$ cat src/rtl/lcdl_pkg.sv
package lcdl_pkg;

  typedef enum logic [1:0] {
    ST_IDLE  = 2'd0,
    ST_PAL   = 2'd1,
    ST_FRAME = 2'd2,
    ST_HOLD  = 2'd3
  } run_st_t;

  // status bit positions
  localparam int unsigned S_UNDER = 0;
  localparam int unsigned S_SYNC  = 1;
  localparam int unsigned S_DONE  = 2;
  localparam int unsigned S_VSYNC = 3;
  localparam int unsigned S_LINE  = 4;
  localparam int unsigned S_PAL   = 5;
  localparam int unsigned NSTAT   = 6;

  // fetch plans
  localparam logic [1:0] MODE_FRAME = 2'd0;
  localparam logic [1:0] MODE_PAL   = 2'd1;
  localparam logic [1:0] MODE_BOTH  = 2'd2;

  // table length in words for a depth code
  function automatic int pal_word_count(input logic [3:0] code,
                                        input int long_words,
                                        input int short_words);
    return (code <= 4'd3) ? long_words : short_words;
  endfunction

  // depth code to bits per pixel; unknown codes give 0
  function automatic logic [4:0] code_to_bpp(input logic [3:0] code);
    logic [4:0] r;
    case (code)
      4'd0:    r = 5'd1;
      4'd1:    r = 5'd2;
      4'd2:    r = 5'd4;
      4'd3:    r = 5'd8;
      4'd4:    r = 5'd16;
      default: r = 5'd0;
    endcase
    return r;
  endfunction

endpackage

$ cat src/rtl/lcdl_fifo.sv
module lcdl_fifo #(
  parameter int W     = 32,
  parameter int DEPTH = 4
) (
  input  logic         clk,
  input  logic         rst_n,
  input  logic         push,
  input  logic [W-1:0] din,
  input  logic         pop,
  input  logic         flush,
  output logic [W-1:0] dout,
  output logic         empty,
  output logic         full
);
  localparam int AW = (DEPTH > 1) ? $clog2(DEPTH) : 1;
  localparam int CW = $clog2(DEPTH + 1);

  logic [W-1:0]  mem [DEPTH];
  logic [AW-1:0] rd_q, wr_q;
  logic [CW-1:0] cnt_q;

  function automatic logic [AW-1:0] bump(input logic [AW-1:0] p);
    return (p == AW'(DEPTH - 1)) ? '0 : p + 1'b1;
  endfunction

  assign empty = (cnt_q == '0);
  assign full  = (cnt_q == CW'(DEPTH));
  assign dout  = mem[rd_q];

  always_ff @(posedge clk) begin
    if (push) mem[wr_q] <= din;
  end

  always_ff @(posedge clk or negedge rst_n) begin
    if (!rst_n) begin
      rd_q  <= '0;
      wr_q  <= '0;
      cnt_q <= '0;
    end else if (flush) begin
      rd_q  <= '0;
      wr_q  <= '0;
      cnt_q <= '0;
    end else begin
      if (push) wr_q <= bump(wr_q);
      if (pop)  rd_q <= bump(rd_q);
      cnt_q <= cnt_q + CW'(push) - CW'(pop);
    end
  end

  assert_no_overflow_R6: assert property (@(posedge clk) disable iff (!rst_n)
    push |-> !full);
  assert_no_underread_R6: assert property (@(posedge clk) disable iff (!rst_n)
    pop |-> !empty);

endmodule

$ cat src/rtl/lcdl_palette.sv
module lcdl_palette #(
  parameter int LUT_AW          = 8,
  parameter int PAL_BYTES_LONG  = 512,
  parameter int PAL_BYTES_SHORT = 32
) (
  input  logic              clk,
  input  logic              rst_n,
  input  logic              restart,
  input  logic              wr,
  input  logic [27:0]       wdata,
  output logic              last,
  output logic [4:0]        bpp,
  input  logic [LUT_AW-1:0] rd_addr,
  output logic [11:0]       rd_rgb
);
  import lcdl_pkg::*;

  localparam int LONG_W  = PAL_BYTES_LONG / 4 + 1;
  localparam int SHORT_W = PAL_BYTES_SHORT / 4 + 1;
  localparam int CW      = $clog2(LONG_W + 1);
  localparam int IDXW    = CW + 1;
  localparam int LUT_N   = 1 << LUT_AW;

  logic [11:0]     mem [LUT_N];
  logic [CW-1:0]   cnt_q;
  logic [3:0]      code_q;
  logic [3:0]      code_eff;
  logic [IDXW-1:0] idx;
  logic            in_range;

  assign code_eff = (cnt_q == '0) ? wdata[15:12] : code_q;
  assign last     = wr && ((int'(cnt_q) + 1) == pal_word_count(code_eff, LONG_W, SHORT_W));
  assign idx      = {cnt_q, 1'b0};
  assign in_range = int'(idx) < LUT_N;
  assign bpp      = code_to_bpp(code_q);
  assign rd_rgb   = mem[rd_addr];

  always_ff @(posedge clk) begin
    if (wr && in_range) begin
      mem[idx[LUT_AW-1:0]]          <= wdata[11:0];
      mem[{idx[LUT_AW-1:1], 1'b1}] <= wdata[27:16];
    end
  end

  always_ff @(posedge clk or negedge rst_n) begin
    if (!rst_n) begin
      cnt_q  <= '0;
      code_q <= 4'hF;
    end else if (restart) begin
      cnt_q <= '0;
    end else if (wr) begin
      cnt_q <= cnt_q + 1'b1;
      if (cnt_q == '0) code_q <= wdata[15:12];
    end
  end

  assert_len_bound_R3: assert property (@(posedge clk) disable iff (!rst_n)
    wr |-> (int'(cnt_q) < LONG_W));

endmodule

$ cat src/rtl/lcdl_status.sv
module lcdl_status (
  input  logic       clk,
  input  logic       rst_n,
  input  logic       enable,
  input  logic       restart,
  input  logic       pal_only,
  input  logic       done_allowed,
  input  logic       ev_under,
  input  logic       ev_sync,
  input  logic       ev_done,
  input  logic       ev_vsync,
  input  logic       ev_line,
  input  logic       ev_pal,
  input  logic [5:0] clr,
  output logic [5:0] stat
);
  import lcdl_pkg::*;

  logic [5:0] stat_q;
  assign stat = stat_q;

  always_ff @(posedge clk or negedge rst_n) begin
    if (!rst_n) begin
      stat_q <= '0;
    end else begin
      // error bits: only a disable clears them
      stat_q[S_UNDER] <= enable && (stat_q[S_UNDER] || ev_under);
      stat_q[S_SYNC]  <= enable && (stat_q[S_SYNC] || ev_sync);
      // completion: cleared by the next run start
      stat_q[S_DONE]  <= !restart && (stat_q[S_DONE] || (ev_done && done_allowed));
      // event bits: write one to clear, new event wins
      stat_q[S_VSYNC] <= (stat_q[S_VSYNC] && !clr[S_VSYNC]) || ev_vsync;
      stat_q[S_LINE]  <= (stat_q[S_LINE] && !clr[S_LINE]) || ev_line;
      // table loaded: clear rule depends on the running plan
      if (pal_only) stat_q[S_PAL] <= (stat_q[S_PAL] && !clr[S_PAL]) || ev_pal;
      else          stat_q[S_PAL] <= enable && (stat_q[S_PAL] || ev_pal);
    end
  end

  assert_err_clear_R7: assert property (@(posedge clk) disable iff (!rst_n)
    !enable |=> (stat_q[S_UNDER] == 1'b0 && stat_q[S_SYNC] == 1'b0));
  assert_done_restart_R9: assert property (@(posedge clk) disable iff (!rst_n)
    restart |=> !stat_q[S_DONE]);
  assert_vsync_keep_R10: assert property (@(posedge clk) disable iff (!rst_n)
    (stat_q[S_VSYNC] && !clr[S_VSYNC]) |=> stat_q[S_VSYNC]);

endmodule

$ cat src/rtl/lcd_load_seq.sv
module lcd_load_seq #(
  parameter int WORD_W          = 32,
  parameter int FIFO_DEPTH      = 4,
  parameter int LUT_AW          = 8,
  parameter int PAL_BYTES_LONG  = 512,
  parameter int PAL_BYTES_SHORT = 32
) (
  input  logic              clk,
  input  logic              rst_n,
  input  logic              cfg_enable,
  input  logic [1:0]        cfg_mode,
  input  logic [5:0]        cfg_irq_mask,
  input  logic [5:0]        sts_clr,
  input  logic              src_valid,
  input  logic [WORD_W-1:0] src_data,
  output logic              req_pal,
  output logic              req_frm,
  input  logic              tg_pix_due,
  input  logic              tg_vsync,
  input  logic              tg_line,
  input  logic              tg_frame_end,
  input  logic              tg_sync_err,
  output logic              pix_valid,
  output logic [WORD_W-1:0] pix_data,
  input  logic [LUT_AW-1:0] lut_addr,
  output logic [11:0]       lut_rgb,
  output logic [4:0]        pal_bpp,
  output logic [5:0]        status,
  output logic              irq
);
  import lcdl_pkg::*;

  run_st_t    st_q, st_d;
  logic [1:0] run_mode_q;

  // named internal events
  logic start_evt, pal_take, frm_take, pal_last, frame_stop, abort_evt, done_evt;
  logic due_ok, pop_evt, under_evt, sync_evt, vs_evt, line_evt;
  logic fifo_empty, fifo_full;

  assign start_evt  = (st_q == ST_IDLE) && cfg_enable;
  assign req_pal    = (st_q == ST_PAL) && cfg_enable;
  assign req_frm    = (st_q == ST_FRAME) && !fifo_full;
  assign pal_take   = req_pal && src_valid;
  assign frm_take   = req_frm && src_valid;
  assign frame_stop = (st_q == ST_FRAME) && !cfg_enable && tg_frame_end;
  assign abort_evt  = ((st_q == ST_PAL) || (st_q == ST_HOLD)) && !cfg_enable;
  assign done_evt   = frame_stop || abort_evt;
  assign due_ok     = (st_q == ST_FRAME) && tg_pix_due;
  assign pop_evt    = due_ok && !fifo_empty;
  assign under_evt  = due_ok && fifo_empty && cfg_enable;
  assign sync_evt   = (st_q != ST_IDLE) && cfg_enable && tg_sync_err;
  assign vs_evt     = (st_q == ST_FRAME) && tg_vsync;
  assign line_evt   = (st_q == ST_FRAME) && tg_line;
  assign pix_valid  = pop_evt;
  assign irq        = |(status & cfg_irq_mask);

  always_comb begin
    st_d = st_q;
    case (st_q)
      ST_IDLE:  if (cfg_enable)
                  st_d = ((cfg_mode == MODE_PAL) || (cfg_mode == MODE_BOTH)) ? ST_PAL : ST_FRAME;
      ST_PAL:   if (!cfg_enable)  st_d = ST_IDLE;
                else if (pal_last) st_d = (run_mode_q == MODE_PAL) ? ST_HOLD : ST_FRAME;
      ST_FRAME: if (frame_stop)   st_d = ST_IDLE;
      ST_HOLD:  if (!cfg_enable)  st_d = ST_IDLE;
      default:  st_d = ST_IDLE;
    endcase
  end

  always_ff @(posedge clk or negedge rst_n) begin
    if (!rst_n) begin
      st_q       <= ST_IDLE;
      run_mode_q <= MODE_FRAME;
    end else begin
      st_q <= st_d;
      if (start_evt) run_mode_q <= cfg_mode;
    end
  end

  lcdl_fifo #(.W(WORD_W), .DEPTH(FIFO_DEPTH)) u_fifo (
    .clk(clk), .rst_n(rst_n), .push(frm_take), .din(src_data), .pop(pop_evt),
    .flush(frame_stop), .dout(pix_data), .empty(fifo_empty), .full(fifo_full)
  );

  lcdl_palette #(.LUT_AW(LUT_AW), .PAL_BYTES_LONG(PAL_BYTES_LONG),
                 .PAL_BYTES_SHORT(PAL_BYTES_SHORT)) u_pal (
    .clk(clk), .rst_n(rst_n), .restart(start_evt), .wr(pal_take),
    .wdata(src_data[27:0]), .last(pal_last), .bpp(pal_bpp),
    .rd_addr(lut_addr), .rd_rgb(lut_rgb)
  );

  lcdl_status u_stat (
    .clk(clk), .rst_n(rst_n), .enable(cfg_enable), .restart(start_evt),
    .pal_only(run_mode_q == MODE_PAL), .done_allowed(cfg_irq_mask[S_DONE]),
    .ev_under(under_evt), .ev_sync(sync_evt), .ev_done(done_evt),
    .ev_vsync(vs_evt), .ev_line(line_evt), .ev_pal(pal_last),
    .clr(sts_clr), .stat(status)
  );

  assert_single_req_R1: assert property (@(posedge clk) disable iff (!rst_n)
    !(req_pal && req_frm));
  assert_hold_no_fetch_R5: assert property (@(posedge clk) disable iff (!rst_n)
    (st_q == ST_HOLD) |-> !req_frm);
  assert_done_masked_R9: assert property (@(posedge clk) disable iff (!rst_n)
    $rose(status[S_DONE]) |-> $past(cfg_irq_mask[S_DONE]));
  assert_drain_R8: assert property (@(posedge clk) disable iff (!rst_n)
    ((st_q == ST_FRAME) && !tg_frame_end) |=> (st_q == ST_FRAME));

endmodule

$ cat config.mk
export PLATFORM = sky130hd
export DESIGN_NAME = lcd_load_seq
export DESIGN_NICKNAME = d
export VERILOG_FILES = /design/src/rtl/lcdl_pkg.sv /design/src/rtl/lcdl_fifo.sv /design/src/rtl/lcdl_palette.sv /design/src/rtl/lcdl_status.sv /design/src/rtl/lcd_load_seq.sv
export SDC_FILE = /design/constraint.sdc
export NUM_CORES = 2
export LEC_CHECK = 0
export BUFFER_PORTS_ARGS = -buffer_cell sky130_fd_sc_hd__buf_2
export CORE_ASPECT_RATIO = 1.4
export CORE_UTILIZATION = 34
export DETAILED_ROUTE_END_ITERATION = 6
export HOLD_SLACK_MARGIN = 0.06
export PLACE_DENSITY = 0.51
export SLEW_MARGIN = 20
export SYNTH_ARGS = -nofsm -noshare
export SYNTH_HDL_FRONTEND = slang
export SYNTH_SLANG_ARGS = --single-unit
$ cat constraint.sdc
create_clock -name clk -period 6 [get_ports clk]
set_input_delay 0.3 -clock clk [delete_from_list [all_inputs] [get_ports clk]]
set_output_delay 0.3 -clock clk [all_outputs]
set_load 0.03 [all_outputs]
After elaboration in Yosys (flattened, before gate mapping). Memories as Yosys holds them, arrays and structs flattened. Cells that the tools add are included.

Register bits after elaboration: 29. Memory bits (writable): 3200. Input port bits: 63. Logic and storage cells: 117. Memories kept: 2.

Add/subtract/negate cells: 6. $lt $le $gt $ge: 2. Equal/unequal tests: 18. Multiplexer cells: 25. Bitwise gates (word level): 2. Reductions and logical operators: 54.

Memory list: u_pal.mem (words 256, bits a word 12, read ports 1, clocked after Yosys merged registers in 0, write ports 2, line lcdl_palette.sv:24) `logic [11:0] mem [LUT_N];`; u_fifo.mem (words 4, bits a word 32, read ports 1, clocked after Yosys merged registers in 0, write ports 1, line lcdl_fifo.sv:18) `logic [W-1:0] mem [DEPTH];`.

Operators by type and width (number): 32-bit equality test (1); 1-bit logical AND (26); 5-bit one-hot mux with 5 select lines (1); 2-bit two-way mux (12); 8-bit two-way mux (3); 2-bit equality test, second input constant (5); 1-bit logical OR (10); 8-bit by 1-bit adder with 9-bit output, second input constant (1); 9-bit less-than comparator, second input constant (1); 8-bit by 1-bit adder with 8-bit output, second input constant (1); 4-bit by 2-bit equality test with 1-bit output, second input constant (2); 8-bit zero test (1); 2-bit one-hot mux with 4 select lines (1); 2-bit nonzero test (4); 1-bit zero test (7); 6-bit bitwise AND (1); 2-bit by 1-bit equality test with 1-bit output, second input constant (3); 1-bit two-way mux (6); 2-bit != test, second input constant (3); 6-bit OR reduction (1); 2-bit by 1-bit adder with 2-bit output, second input constant (2); 4-bit by 1-bit equality test with 1-bit output, second input constant (1); 4-bit by 3-bit equality test with 1-bit output, second input constant (1); 4-bit by 2-bit <= comparator with 1-bit output, second input constant (1); 12 further kinds (12).

Longest topological paths before layout.
Depth in word-level cells: 9. Gate-level depth with buffers: 12.

Modules after synthesis. Synthesis repeated with hierarchy kept, for this count alone.

Cell total of the unflattened synthesis: 5659. Area, all modules: 123986.4 µm².

By module, submodules not included: lcdl_palette (instances 1, cells an instance 5395, area each 118374.8 µm²); lcdl_fifo (instances 1, cells an instance 208, area each 5082.4 µm²); lcd_load_seq (instances 1, cells an instance 40, area each 316.6 µm²); lcdl_status (instances 1, cells an instance 16, area each 212.7 µm²).

Worst setup path before layout. No wires, ideal clock.

Kind: register -> register. Start: register st_q[1]. End: memory u_pal.mem[280][0] (netlist: u_pal.mem[70][0]), enable pin. Library setup time: 0.405 ns. Data arrival time: 2.880 ns. Data required time: 5.595 ns. Path slack: 2.715 ns. Cell stages (with the launch flop): 7. Period minus slack after synthesis: 3.285 ns. Path through: dfrtp_1 and3b_1 and2_1 clkbuf_1 nand4_1 clkbuf_1 nor2_1.

RTL lines: start: declaration (line lcd_load_seq.sv:33) `run_st_t st_q, st_d;`; start signal: assignment (line lcd_load_seq.sv:76) `st_q <= st_d;`; end: declaration (line lcdl_palette.sv:24).

Worst setup path in the final report.
Start: input port lut_addr[1]. End: output port lut_rgb[1].

Word-level cells in the longest chain between the ends: 1.

RTL lines: start: declaration (line lcd_load_seq.sv:25) `input logic [LUT_AW-1:0] lut_addr,`; memory 256 x 12 bit; end: declaration (line lcd_load_seq.sv:26) `output logic [11:0] lut_rgb,`.

No other way between the ends.

==> metrics <==
Primary FF master, synth=edfxtp_1; leakage power=between 40 and 50 nW; TritonCTS clock tree=yes; layout cells sized above 1=27.8%; placed cell count=10,400; maximum clock path buffer count=4; clock root cell=clkbuf_16; max-cap check violation count=0; Worst-Skew Late Latency=0.89 ns; postcts setup bufs=0; first-pass GRT wire length=~480 mm; Cell Rows=261; GRT Overall Usage=18.2%; Worst-Margin Slew=roughly 1.2 ns; async set-reset flop share out of synthesis=0.898%; io pins=122; clk sinks=between 3,000 and 4,000; worst vdd ir=around 0.00030 V; Critical Path End Type=primary output; GP Congestion=0.777; Internal=37.1 mW; DRC=0; Horiz. Die Dim=about 500 um; largest net degree at the start of global routing=113; RSZ-0062 raised after global routing=false; number of fill cells=~32,000; Comb power frac=7.0%; syn_area_per_cell=around 22 um2; slowest stage cell, crit path=nor3_1; die area=~0.37 mm2; Cell Area, Synth=0.124 mm2; Slew Limit Fails=0; slew margin rel.=between 10% and 20%; Post-Syn Nets=5,652; synth top area cells=edfxtp_1, mux4_2, mux2i_1, a22oi_1, a21oi_1; Flop pwr share=a little over half; Util after Layout=39.3%; critical-path cell list=buf_8, nand2_2, buf_4, buf_4, o221ai_1, a21oi_1, nor3_1, o32ai_1, nor3_1, buf_4, buf_2; Critical Path Source Type=input port; Psw=10.8 mW; YS warnings=0; vias in the first global route=63,500; Antenna Nets Post-Route=0; DRT iter0 DRCs=roughly 4,900; drt total wl=335 mm; DR WL/cell=30.3 um; Worst Skew=0.0606 ns; GR Overflow Total=0; min-delay worst type=input port to flop; DR vias/cell=5.36; cell count after synthesis=approximately 5,600; IO buf count=118; Critical Path Fanout Max=64; clock-pin slew on the worst setup and hold paths=0.06 ns; clock network power share=40.6%; Max Clock Freq=0.185 GHz; Area growth syn-to-layout=15.0%; endpoints failing hold=0; most used cell, CP=buf_4; register area share after synthesis=roughly 78%; crit share post-route=90.2%; power per cell area=around 340 mW/mm2; number of synthesized register bits=between 3,000 and 4,000; Post-synth EDFFs=3,200; crit path kind=input port to primary output; initial antenna violation count=20; WP buf/inv=5; die height=716 um; Netlist cell types=66; Yosys top cell area share=77.7%; endpoints failing setup=0; setup TNS=0 ns; CTS Buf Count=316; drt pass-1 iters=5; DR vias=59,300; H-tree depth=5; post-synth top area cell=edfxtp_1; post-layout minimum cycle time=5.41 ns; Initial Util=34.2%; Layout Nets=6,150; status=finished, final reports clean; slowest stage delay, CP=0.98 ns; Non-Filler Instances=roughly 11,000; critical path arrival=5.11 ns; switching share of power=22.5%; Crit path max-delay family=simple AND/OR/NAND/NOR gates; HPWL Detailed=192 mm; CP Data Required Time=about 5.7 ns; Core ar.=between 0.3 and 0.4 mm2
cell usage after synthesis (39+ instances only):
library cell,number
o22ai_1,66
a22oi_1,129
a22o_1,47
mux4_2,713
nand2_1,82
edfxtp_1,3200
o221ai_1,57
buf_6,56
nor3_1,67
nor2_1,166
a221oi_1,39
o21ai_0,67
mux2i_1,197
a21oi_1,148
buf_2,46
clkbuf_1,155
registers in the layout (all words and copies together) (netlist names), named ones only:
signal	cells
u_pal.mem	3072
u_fifo.mem	128
u_pal.cnt_q	8
u_stat.stat	6
u_fifo.cnt_q	3
run_mode_q	2
st_q	2
u_fifo.rd_q	2
u_fifo.wr_q	2
u_pal.code_q	2
worst register-to-register path: stages, from the launching register on:
cell	delay [ns]
dfrtp_1	0.76
nor2b_1	0.56
nand3_1	0.69
nor2_2	0.89
buf_4	0.35
power groups by stage:
stage / clock network, mW / registers, mW / logic (mW)
floorplan: 0 / 25.5 / 1.86
global placement: 0 / 25.5 / 3.38
detailed placement: 0 / 25.5 / 3.40
CTS: 19.9 / 25.1 / 3.46
global route: 20.7 / 25.1 / 3.57
finish: 19.5 / 25.0 / 3.35
worst paths after layout:
check                                              end  cells past startpoint  slack (ns)                  startpoint
max in group asynchronous   u_fifo.rd_q[0]$_DFFE_PN0P_                      4        5.29                       rst_n
min reg2reg                  run_mode_q[0]$_DFFE_PN0P_                      1        0.50   run_mode_q[0]$_DFFE_PN0P_
min                        u_fifo.mem[3][29]$_DFFE_PP_                      2        0.17                src_data[29]
min in group asynchronous   asynchronous set/reset pin                      3        0.52                       rst_n
max                                         lut_rgb[1]                     11        0.59                 lut_addr[1]
max reg2reg                u_pal.mem[232][7]$_DFFE_PP_                      4        2.40  u_pal.cnt_q[5]$_DFFE_PN0P_
per-stage QoR:
stage | hold WS, ns | worst slack [ns] | power (mW) | cell area [um2]
after detailed placement | 0.396 | 0.570 | 28.9 | 132000
final | 0.169 | 0.587 | 47.9 | 142000
after global routing | 0.126 | 0.494 | 49.3 | 142000
after floorplan | 0.00441 | 2.72 | 27.3 | 124000
after global placement | 0.385 | 0.551 | 28.9 | 132000
after CTS | 0.0692 | 0.574 | 48.4 | 142000
what timing repair did:
action,in CTS,in global routing
endpoints found under the hold margin,1108,0
gates resized for setup,0,0
hold buffers,58,0
cells by family (layout without fill, tap and decap cells):
logic type / after synthesis / count (layout) / synth area share (%)
AOI/OAI and AO/OA: 632 / 632 / 3.52
buffers and inverters: 331 / 1070 / 1.56
muxes: 929 / 929 / 14.8
xor gates and xnor gates: 7 / 7 / 0.0496
DFF: 3229 / 3229 / 78.3
and+or+nand+nor: 441 / 441 / 1.70
adders and majority gates: 10 / 10 / 0.107
other: 0 / 9 / 0
layout make-up:
class / instances / area (um2) / share of cell area (%)
antenna: 9 / 22.5 / 0.0158
timing repair buffer: 492 / 4070 / 2.86
sequential: 3229 / 96800 / 68.1
clock buffer: 398 / 8390 / 5.91
clock inverter: 161 / 1480 / 1.04
inverter: 19 / 72.6 / 0.0511
multi-input combinational: 2019 / 25400 / 17.8
tap: 4734 / 5920 / 4.17
layer usage:
layer	GRT usage, %	part of all wire (%)	routed length, um
met4	5.62	3.1	10500
met2	32.7	53	177000
met1	22.5	39	132000
met5	0	0.019	64
met3	2.49	4.7	15800
placed cells by master, fill, tap and decap left out, types with 9 or more instances in the layout:
cell type	netlist	final
a221oi_1	39	39
clkbuf_16	0	323
nand3_1	23	20
a22oi_1	129	129
nor3_1	67	67
clkinv_1	0	63
diode_2	0	9
a22o_1	47	47
buf_6	56	24
o221ai_1	57	57
a221o_1	10	10
nand2_1	82	79
edfxtp_1	3200	3200
mux2i_1	197	197
nor4_1	25	20
inv_1	18	17
and3_1	14	10
o22ai_1	66	66
dlygate4sd3_1	0	57
mux2_2	19	19
clkbuf_1	155	72
mux4_2	713	713
bufinv_16	0	25
buf_4	33	290
buf_2	46	91
nor2b_1	16	12
dfrtp_1	25	24
nor2_1	166	36
ha_1	9	9
o22a_1	9	9
a21oi_1	148	148
nor2_2	1	123
a21boi_0	9	9
buf_12	3	29
o21ai_0	67	67
clkinv_2	0	52
Note: power is estimated with default switching activity, not from simulation.
